[src/rtl/alog_pkg.sv]
package alog_pkg;

  // Shift distance applied by barrel stage s.
  function automatic int unsigned stage_step(input int unsigned s);
    return 32'd1 << s;
  endfunction

  // Width of the characteristic needed to address every output bit.
  function automatic int unsigned char_bits(input int unsigned out_w);
    return (out_w <= 1) ? 1 : $clog2(out_w);
  endfunction

endpackage

[src/rtl/alog_lead_dec.sv]
module alog_lead_dec #(
  parameter int unsigned OUT_W  = 16,
  parameter int unsigned CHAR_W = 4
) (
  input  logic [CHAR_W-1:0] char_i,
  output logic [OUT_W-1:0]  lead_o
);

  for (genvar i = 0; i < OUT_W; i++) begin : g_pos
    assign lead_o[i] = (char_i == CHAR_W'(i));
  end

  // exactly one leading bit for every in-range characteristic
  always_comb begin
    a_r1_one_lead : assert ($onehot(lead_o))
      else $error("lead decoder not one-hot for k=%0d", char_i);
  end

endmodule

[src/rtl/alog_frac_align.sv]
module alog_frac_align
  import alog_pkg::*;
#(
  parameter int unsigned OUT_W  = 16,
  parameter int unsigned FRAC_W = 7,
  parameter int unsigned CHAR_W = 4
) (
  input  logic [CHAR_W-1:0] char_i,
  input  logic [FRAC_W-1:0] frac_i,
  output logic [OUT_W-1:0]  field_o,
  output logic [FRAC_W-1:0] dropped_o
);

  localparam int unsigned WIDE = OUT_W + FRAC_W;

  logic [WIDE-1:0] stg [0:CHAR_W];

  assign stg[0] = {{OUT_W{1'b0}}, frac_i};

  for (genvar s = 0; s < CHAR_W; s++) begin : g_stage
    localparam int unsigned STEP = stage_step(s);
    assign stg[s+1] = char_i[s] ? (stg[s] << STEP) : stg[s];
  end

  // Integer part of the shifted fraction, and the bits cut off below bit 0.
  assign field_o   = stg[CHAR_W][WIDE-1:FRAC_W];
  assign dropped_o = stg[CHAR_W][FRAC_W-1:0];

  // shifting conserves the ones of the fraction (no wrap inside the window)
  always_comb begin
    a_r2_bits_conserved : assert ($countones(stg[CHAR_W]) == $countones(frac_i))
      else $error("aligner lost fraction bits at k=%0d", char_i);
  end

endmodule

[src/rtl/alog_merge.sv]
module alog_merge #(
  parameter int unsigned OUT_W = 16
) (
  input  logic [OUT_W-1:0] lead_i,
  input  logic [OUT_W-1:0] field_i,
  output logic [OUT_W-1:0] result_o
);

  logic [OUT_W-1:0] below_lead;

  assign below_lead = lead_i - OUT_W'(1);
  assign result_o   = lead_i | field_i;

  // fraction bits sit strictly below the leading one
  always_comb begin
    a_r2_frac_under_lead : assert ((field_i & ~below_lead) == '0)
      else $error("fraction field reaches the leading bit");
  end

endmodule

[src/rtl/alog_convert.sv]
module alog_convert
  import alog_pkg::*;
#(
  parameter int unsigned N      = 8,
  parameter int unsigned FRAC_W = N - 1,
  localparam int unsigned OUT_W  = 2 * N,
  localparam int unsigned CHAR_W = char_bits(OUT_W)
) (
  input  logic [CHAR_W-1:0] log_char,
  input  logic [FRAC_W-1:0] log_frac,
  output logic [OUT_W-1:0]  lin_out
);

  logic [OUT_W-1:0]  lead_bit;
  logic [OUT_W-1:0]  frac_field;
  logic [FRAC_W-1:0] frac_dropped;

  alog_lead_dec #(
    .OUT_W (OUT_W),
    .CHAR_W(CHAR_W)
  ) u_dec (
    .char_i(log_char),
    .lead_o(lead_bit)
  );

  alog_frac_align #(
    .OUT_W (OUT_W),
    .FRAC_W(FRAC_W),
    .CHAR_W(CHAR_W)
  ) u_align (
    .char_i   (log_char),
    .frac_i   (log_frac),
    .field_o  (frac_field),
    .dropped_o(frac_dropped)
  );

  alog_merge #(
    .OUT_W(OUT_W)
  ) u_merge (
    .lead_i  (lead_bit),
    .field_i (frac_field),
    .result_o(lin_out)
  );

  always_comb begin
    // at k = 0 every fraction bit is cut off and only the leading one remains
    if (log_char == '0) begin
      a_r3_truncate_all : assert (frac_dropped == log_frac && lin_out == OUT_W'(1))
        else $error("k=0 did not truncate the fraction");
    end
    // a zero fraction yields a pure power of two at position k
    if (log_frac == '0) begin
      a_r1_pure_power : assert (lin_out == lead_bit && $onehot(lin_out))
        else $error("zero fraction gave non power of two");
    end
    // the leading one always stays the top set bit of the output
    a_r6_top_bit : assert ((lin_out >> log_char) == OUT_W'(1))
      else $error("output top bit not at k=%0d", log_char);
  end

endmodule

[config.mk]
export PLATFORM = sky130hd
export DESIGN_NAME = alog_convert
export DESIGN_NICKNAME = d
export VERILOG_FILES = /design/src/rtl/alog_pkg.sv /design/src/rtl/alog_lead_dec.sv /design/src/rtl/alog_frac_align.sv /design/src/rtl/alog_merge.sv /design/src/rtl/alog_convert.sv
export SDC_FILE = /design/constraint.sdc
export NUM_CORES = 1
export LEC_CHECK = 0
export ABC_AREA = 0
export BUFFER_PORTS_ARGS = -buffer_cell sky130_fd_sc_hd__buf_2
export CAP_MARGIN = 20
export CORE_AREA = 3 3 40 42
export DETAILED_ROUTE_END_ITERATION = 8
export DIE_AREA = 0 0 43 45
export SKIP_LAST_GASP = 1
export SLEW_MARGIN = 20
export SYNTH_ARGS = -nofsm -noshare
export SYNTH_HDL_FRONTEND = slang
export SYNTH_SLANG_ARGS = --single-unit
[constraint.sdc]
create_clock -name vclk -period 1
set_input_delay 0.1 -clock vclk [all_inputs]
set_output_delay 0.1 -clock vclk [all_outputs]
set_load 0.005 [all_outputs]
==> results.txt, run 1 <==
Static Leakage = 0.348 nW
vias in the first global route = 475
DP HPWL = 979 um
share of total power in sequential cells = 0%
minimum clock period = 1.20 ns
sequential area share after synthesis = 0%
Internal Power = 0.194 mW
worst vdd ir = 0.224 mV
First-pass DRT Iterations = 4
design area = 698 sq um
Placement Cell Area = 599 sq um
Worst Setup End Kind = primary output
Final Max Tran Viols = 0
total gr overflow = 0
Post-layout nets = 103
RSZ-0062 raised after global routing = yes
Post-Layout Cell Count = 105
chip height = 45 um
Reg area = 0 sq um
Mapped Avg Cell Area = 7.44 sq um
clock share of power = 0%
syn_nets = 68
final setup violation count = 14
Placer Congestion = 0.785
vias = 545
Tightest Hold Check Type = in -> out
Via density = 5.19
Final ANT Viol Nets = 0
I/O pin cnt = 27
power density cells = 525 mW/mm^2
total power = 0.366 mW
critical path startpoint category = input pin
largest net degree at the start of global routing = 11
fill count = 121
Mapped Cells = 57
P&R area growth vs syn = 64.6%
WP data arrival = 1.10 ns
dpl ws = -0.265 ns
largest fanout on the critical path = 7
Mapped Area = 424 sq um
Buffers on Ports = 27
switching component of the power = 0.173 mW
Final Hold Fails = 0
first-pass GRT wire length = 2040 um
Avg WL per Cell = 12.6 um
initial antenna violation count = 0
Worst Path Class, Setup = in -> out
Synth Warn # = 0
Die X = 43 um
layout cell share with drive strength beyond 1 = 65.6%
Inserted Diodes = 0
failing checks = negative setup slack
die area = 0.00194 sq mm
initial cell density of the core = 33.0%
dpl cells = 104
combinational share of power = 100.0%
Seq cells = 0
Crit path required time = 0.90 ns
1st-iter DRT viols = 11
Synth cell types = 24
status = complete, but fails checks
Total GRT Usage = 13.0%
switch share = 47.1%
fin crit share = 120%
DRC viols = 0
slew margin rel. = 84.9%
core area = 0.00128 sq mm
Fmax achieved = 834 MHz
max cap viols = 0
FP Rows = 13
Worst Max-Slew Pin Slew = 0.222 ns
wirelength, routed = 1320 um
Clock Buffer Count = 0
Multi-input gate area = 439 sq um
final setup margin = -0.199 ns
metal layers:
layer  GRT usage, %  share of wire, %  vias to the layer above
met5              0                 0                        -
met4              0                 0                        0
met3          0.398               4.4                        0
met2           25.1                51                       13
met1           17.0                44                      253
li1               -                 -                      279
synthesized netlist by cell type (2+ instances only):
| library cell | n | area, sq um |
|---|---|---|
| mux2_2 | 2 | 22.5 |
| o2bb2ai_1 | 4 | 35.0 |
| mux2i_1 | 4 | 40.0 |
| o22ai_1 | 6 | 37.5 |
| inv_1 | 3 | 11.3 |
| nor2_2 | 2 | 12.5 |
| nand2_1 | 8 | 30.0 |
| a21oi_2 | 2 | 17.5 |
| nor2_1 | 5 | 18.8 |
| clkbuf_8 | 2 | 27.5 |
| a21oi_1 | 3 | 15.0 |
| mux2_4 | 3 | 45.0 |
| nand2b_1 | 2 | 12.5 |
area by class of cell:
type / count / share of cell area (%)
Inverter: 3 / 1.61
Multi-Input combinational cell: 50 / 62.9
Tap cell: 15 / 2.69
Timing Repair Buffer: 37 / 32.8
critical path, stage by stage:
cell	delay [ns]
buf_2	0.18
inv_1	0.14
mux2i_4	0.21
mux2_4	0.29
nor2_2	0.07
buf_2	0.11
worst paths after layout:
check	from	endpoint	slack (ns)	cells past startpoint
min	log_char[3]	lin_out[0]	0.52	3
max	log_char[1]	lin_out[0]	-0.20	6
cell families after synthesis:
family | after synthesis | synth area share [%]
buffers and inverters | 7 | 13.6
multiplexers | 10 | 28.6
AO/OA/AOI/OAI | 19 | 32.4
AND/OR/NAND/NOR | 21 | 25.4
power by group through the flow:
stage / Clock, mW / Sequential, mW / Combinational, mW
2_1_floorplan: 0 / 0 / 0.189
3_3_place_gp: 0 / 0 / 0.299
3_5_place_dp: 0 / 0 / 0.300
4_1_cts: 0 / 0 / 0.338
5_1_grt: 0 / 0 / 0.396
6_report: 0 / 0 / 0.366
through the flow:
stage          util, %  TNS (ns)  hold WS (ns)
6_report          54.3     -1.87         0.524
3_5_place_dp      46.6     -3.04         0.506
5_1_grt           54.3     -2.66         0.543
2_1_floorplan        -         0         0.368
4_1_cts           51.0     -1.65         0.514
3_3_place_gp      46.6     -2.97         0.504
repair_timing:
action | 4_1_cts | 5_1_grt
resized for setup | 12 | 8
hold buffers | 0 | 0
pin swaps | 4 | 2
cloned | 0 | 0
setup endpoints to repair | 14 | 14
buffers inserted | 1 | 0
cell usage in the layout (no fill, tap or decap):
cell type	count
o21ai_2	1
mux2i_2	2
a211oi_2	1
buf_12	1
buf_6	1
a21oi_2	4
nand2_1	8
o22ai_2	1
o22ai_1	5
nor2_1	5
o2bb2ai_1	4
nand2b_4	2
mux2_4	5
o21ai_1	1
a31oi_1	1
nand3b_1	1
inv_1	3
and2_4	1
mux2i_4	3
nor2b_1	1
nand2b_1	1
nor2_2	2
buf_4	9
buf_2	26
a21oi_1	1
Power figures use the tool's default switching activity.
==> inputs of run 2 (changes only) <==
--- a/config.mk
+++ b/config.mk
@@ -5,12 +5,13 @@
 export SDC_FILE = /design/constraint.sdc
 export NUM_CORES = 1
 export LEC_CHECK = 0
-export ABC_AREA = 0
+export ABC_AREA = 1
 export BUFFER_PORTS_ARGS = -buffer_cell sky130_fd_sc_hd__buf_2
 export CAP_MARGIN = 20
 export CORE_AREA = 3 3 40 42
 export DETAILED_ROUTE_END_ITERATION = 8
 export DIE_AREA = 0 0 43 45
+export PLACE_DENSITY = 0.67
 export SKIP_LAST_GASP = 1
 export SLEW_MARGIN = 20
 export SYNTH_ARGS = -nofsm -noshare
==> run 2 against run 1 <==
Against the previous run: the flow now finishes without violations; total power is 3.8% higher; synthesized cell count is 81% higher; combinational power is 4% higher; die area stayed put; cell count grew 48%; first-iteration DRC count increased to 3.2 times the previous value; via count grew 46%; largest cell class unchanged.
==> results.txt, run 2 <==
Buffers on Ports = 27 (unchanged)
DP HPWL = 1280 um (+31%)
Tightest Hold Check Type = in -> out
post-synthesis adder-cell area fraction = 0% (unchanged)
area leader, netlist = nand2_1
final setup violation count = 0 (-14)
Worst Max-Slew Pin Slew = 0.249 ns (+0.0276 ns)
top cell type's share of synthesized area = 37.4% (+27 points)
largest net degree at the start of global routing = 9 (-2)
crit-path leading delay family = buffers and inverters
Mapped Area = 472 sq um (+11%)
initial antenna violation count = 0 (unchanged)
max cap viols = 0 (unchanged)
Post-Synth XOR/XNOR Area = 0% (unchanged)
Reg area = 0 sq um (unchanged)
largest fanout on the critical path = 7 (unchanged)
most frequent cell after synthesis = nand2_1
core area = 0.00128 sq mm (unchanged)
Placement Cell Area = 682 sq um (+14%)
vias in the first global route = 618 (+30%)
P&R area growth vs syn = 72.7%
fin crit share = 94.8% (-25 points)
Final Hold Fails = 0 (unchanged)
Final Max Tran Viols = 0 (unchanged)
Worst path slowest cell = nor2_4
most frequent cells in the layout = nand2_1, buf_2, nand3_1
Seq cells = 0 (unchanged)
I/O pin cnt = 27 (unchanged)
power density cells = 467 mW/mm^2 (-11%)
metal3 WL = 92 um (+59%)
Post-layout nets = 153 (+49%)
Post-Layout Cell Count = 155 (+48%)
WP buf/inv = 3 (unchanged)
Post-synth top cells = nand2_1, nand3_1, inv_1
Die X = 43 um (unchanged)
Static Leakage = 0.479 nW (+38%)
Synth Warn # = 0 (unchanged)
total gr overflow = 0 (unchanged)
Total GRT Usage = 15.3% (+2.4 points)
Worst Path Class, Setup = in -> out
chip height = 45 um (unchanged)
Worst Setup End Kind = primary output
Multi-input gate area = 477 sq um (+8.5%)
initial cell density of the core = 36.7% (+3.7 points)
commonest non-fill, non-tap cell in the layout = nand2_1
Area contributors post-synth = nand2_1, nand3_1, inv_1
CP max stage delay = 0.19 ns (-0.10 ns)
First-pass DRT Iterations = 4 (unchanged)
wirelength, routed = 1790 um (+35%)
DRC viols = 0 (unchanged)
WP data arrival = 0.85 ns (-0.25 ns)
Avg WL per Cell = 11.6 um (-8.2%)
mux cell area share after synthesis = 0% (-29 points)
Final ANT Viol Nets = 0 (unchanged)
DR WL met2 = 895 um (+32%)
status = complete, no violations
CP Cell Sequence = buf_2 > inv_2 > nor2_4 > nand3_1 > nand3_1 > buf_2
M1 WL = 750 um (+28%)
Mapped Avg Cell Area = 4.58 sq um (-38%)
layout cell share with drive strength beyond 1 = 49.3% (-16 points)
dpl cells = 153 (+47%)
syn_nets = 114 (+68%)
Fmax achieved = 1060 MHz (+27%)
main combinational cell family by area after synthesis = simple AND/OR/NAND/NOR gates
Synth cell types = 15 (-38%)
Clock Buffer Count = 0 (unchanged)
fill count = 118 (-2.5%)
vias = 794 (+46%)
Inserted Diodes = 0 (unchanged)
first-pass GRT wire length = 2420 um (+19%)
worst vdd ir = 0.212 mV (-5.5%)
sequential area share after synthesis = 0% (unchanged)
minimum clock period = 0.948 ns (-0.252 ns)
Via density = 5.12 (-1.3%)
FP Rows = 13 (unchanged)
Placer Congestion = 0.890 (+13%)
Mapped Cells = 103 (+81%)
highest metal used = met4
slew margin rel. = 83.3% (-1.6 points)
design area = 815 sq um (+17%)
1st-iter DRT viols = 35 (+24)
die area = 0.00194 sq mm (unchanged)
Synth Area in Compound Gates = 7.16% (-25 points)
critical path startpoint category = input pin
Crit path required time = 0.90 ns (about the same)
Synth Area in Simple Gates = 79.6% (+54 points)
==> run 2: cell types whose count changed in the layout (fill, tap and decap cells not counted), moves of 3 or more <==
cell	previous run	this run
mux2_4	5	0
inv_2	0	4
o22ai_1	5	0
nand2_1	8	37
a21oi_2	4	1
nor2_4	0	3
buf_6	1	6
o2bb2ai_1	4	0
nand3_1	0	20
nand3_2	0	6
mux2i_4	3	0
nand2_2	0	11
==> run 2: where the power goes <==
part	total [mW]	internal (mW)	switching (mW)	leakage (nW)
sequential	0	0	0	0
combinational	0.380	0.170	0.210	0.479
clock	0	0	0	0
total	0.380	0.170	0.210	0.479
==> run 2: layout make-up <==
type	count	area share, %
well taps	15	2.30
multi-input cells	90	58.5
repair buffers	39	32.9
inverters	11	6.30
==> run 2: timing repair <==
item | CTS | global route
resized for setup | 8 | 32
hold buffers | 0 | 0
setup endpoints to repair | 9 | 13
gates cloned | 0 | 0
pin swaps | 2 | 8
buffers inserted | 0 | 2
==> run 2: cell families after synthesis <==
family | count (synthesis)
AO/OA/AOI/OAI | 6
buffers and inverters | 13
AND/OR/NAND/NOR | 84
==> run 2: worst min-delay path, delay by kind of cell <==
kind / cells / cell delay [ns]
buf+inv: 2 / 0.22
simple gates: 1 / 0.05
==> run 2: final timing paths <==
kind        start    endpoint  slack (ns)  depth (start not counted)
max   log_char[2]  lin_out[3]        0.05                          6
min   log_char[3]  lin_out[0]        0.47                          3
==> run 2: metrics by stage <==
| step | worst slack, ns | TNS, ns | total power [mW] | hold slack, ns | util, % |
|---|---|---|---|---|---|
| 2_1_floorplan | 0.203 | 0 | 0.177 | 0.231 | - |
| 3_3_place_gp | -0.0475 | -0.177 | 0.305 | 0.550 | 53.1 |
| 3_5_place_dp | -0.0669 | -0.316 | 0.308 | 0.555 | 53.1 |
| 4_1_cts | 0.00447 | 0 | 0.320 | 0.565 | 54.7 |
| 5_1_grt | -0.0438 | -0.162 | 0.418 | 0.481 | 63.4 |
| 6_report | 0.0524 | 0 | 0.380 | 0.468 | 63.4 |
==> run 2: per-layer routing <==
metal  vias to the layer above  GRT usage, %
li1                        410             -
met1                       348          20.0
met2                        30          29.0
met3                         6             0
met4                         0          2.41
met5                         -             0
==> inputs of run 3 (changes only) <==
--- a/config.mk
+++ b/config.mk
@@ -6,7 +6,7 @@
 export NUM_CORES = 1
 export LEC_CHECK = 0
 export ABC_AREA = 1
-export BUFFER_PORTS_ARGS = -buffer_cell sky130_fd_sc_hd__buf_2
+export BUFFER_PORTS_ARGS = -buffer_cell sky130_fd_sc_hd__clkbuf_2
 export CAP_MARGIN = 20
 export CORE_AREA = 3 3 40 42
 export DETAILED_ROUTE_END_ITERATION = 8
==> run 3 against run 2 <==
Against the previous run: count of clock-buffer cells in the layout stayed put; design area is 2.5% lower; hold slack better by 0.020 ns; total power is 2.7% lower; non-clock buffer count is 3 lower; maximum frequency is 3.0% lower; via count is 2.1% higher; flip-flop and latch count stayed put; die area stayed put; utilization is 1.6 points lower; critical endpoint is now lin_out[8]; highest routed layer unchanged.
==> results.txt, run 3 (synthesis gave the netlist of run 2 again) <==
crit-path leading delay family = simple AND/OR/NAND/NOR gates
Worst Path Class, Setup = in -> out
chip height = 45 um (unchanged)
largest net degree at the start of global routing = 9 (unchanged)
Via density = 5.34 (+4.2%)
Seq cells = 0 (unchanged)
Final Max Tran Viols = 0 (unchanged)
largest fanout on the critical path = 7 (unchanged)
status = complete, no violations
initial cell density of the core = 36.7% (unchanged)
Crit path required time = 0.90 ns (about the same)
Static Leakage = 0.465 nW (-2.8%)
P&R area growth vs syn = 68.4%
Worst path slowest cell = buf_8
design area = 795 sq um (-2.5%)
Avg WL per Cell = 11.6 um (+0.15%)
Placement Cell Area = 667 sq um (-2.2%)
RSZ-0062 raised after global routing = yes
Worst Max-Slew Pin Slew = 0.224 ns (-0.0259 ns)
Post-Layout Cell Count = 152 (-1.9%)
1st-iter DRT viols = 26 (-26%)
first-pass GRT wire length = 2420 um (-0.25%)
CP max stage delay = 0.13 ns (-0.06 ns)
critical path startpoint category = input pin
die area = 0.00194 sq mm (unchanged)
wirelength, routed = 1760 um (-1.8%)
Placer Congestion = 0.858 (-3.6%)
dpl cells = 151 (-1.3%)
WP buf/inv = 3 (unchanged)
Tightest Hold Check Type = in -> out
fill count = 122 (+3.4%)
minimum clock period = 0.977 ns (+0.0292 ns)
I/O pin cnt = 27 (unchanged)
worst vdd ir = 0.229 mV (+8.0%)
Hold Slack = 0.489 ns (+0.0204 ns)
FP Rows = 13 (unchanged)
total gr overflow = 0 (unchanged)
Final Hold Fails = 0 (unchanged)
Final ANT Viol Nets = 0 (unchanged)
Reg area = 0 sq um (unchanged)
initial antenna violation count = 0 (unchanged)
Multi-input gate area = 490 sq um (+2.9%)
Inserted Diodes = 0 (unchanged)
final core occ = 61.8% (-1.6 points)
vias = 811 (+2.1%)
Post-layout nets = 150 (-2.0%)
CP Cell Sequence = buf_8 > buf_8 > nand2_2 > nand3_2 > nand2_2 > nand2_1 > nand2_1 > nor2_1 > buf_2
slew margin rel. = 85.1% (+1.7 points)
power density cells = 466 mW/mm^2 (-0.25%)
commonest non-fill, non-tap cell in the layout = nand2_1
fin crit share = 97.7% (+2.9 points)
cts hold-fix bufs = 0 (unchanged)
max cap viols = 0 (unchanged)
core area = 0.00128 sq mm (unchanged)
WP data arrival = 0.88 ns (+0.03 ns)
final setup violation count = 0 (unchanged)
total power = 0.370 mW (-2.7%)
Buffers on Ports = 27 (unchanged)
vias in the first global route = 638 (+3.2%)
layout cell share with drive strength beyond 1 = 50.4% (+1.1 points)
Fmax achieved = 1020 MHz (-3.0%)
most frequent cells in the layout = nand2_1, clkbuf_2, nand3_1
DRC viols = 0 (unchanged)
Die X = 43 um (unchanged)
Total GRT Usage = 15.3% (-0.083 points)
DP HPWL = 1270 um (-0.93%)
Clock Buffer Count = 0 (unchanged)
Worst Setup End Kind = primary output
First-pass DRT Iterations = 4 (unchanged)
==> run 3: worst paths after layout <==
check,slack (ns),to,from,depth (start not counted)
setup / recovery,0.02,lin_out[8],log_char[0],9
hold / removal,0.49,lin_out[0],log_char[3],3
==> run 3: stage by stage <==
stage / TNS, ns / setup WS (ns)
6_report: 0 / 0.0233
4_1_cts: 0 / 0.00443
5_1_grt: -0.140 / -0.0456
3_5_place_dp: -0.123 / -0.0388
3_3_place_gp: -0.0616 / -0.0246
2_1_floorplan: 0 / 0.203
==> run 3: power breakdown <==
group	switching, mW	internal (mW)	total, mW
logic	0.211	0.159	0.370
registers	0	0	0
clock network	0	0	0
==> run 3: what timing repair did <==
action	in CTS	in global routing
setup buffers	0	1
pin swaps	1	7
setup endpoints to repair	6	13
resized for setup	8	35
hold endpoints to repair	0	0
==> run 3: layer usage <==
| layer | vias up | track usage, % | wire length [um] |
|---|---|---|---|
| li1 | 400 | - | - |
| met1 | 371 | 19.3 | 696 |
| met2 | 32 | 30.2 | 907 |
| met3 | 8 | 0 | 102 |
| met4 | 0 | 1.20 | 55 |
| met5 | - | 0 | 0 |
==> run 3: final cells by class <==
class / instances / area share, %
multi-input cells: 90 / 61.7
repair buffers: 36 / 29.8
inverters: 11 / 6.14
well taps: 15 / 2.36
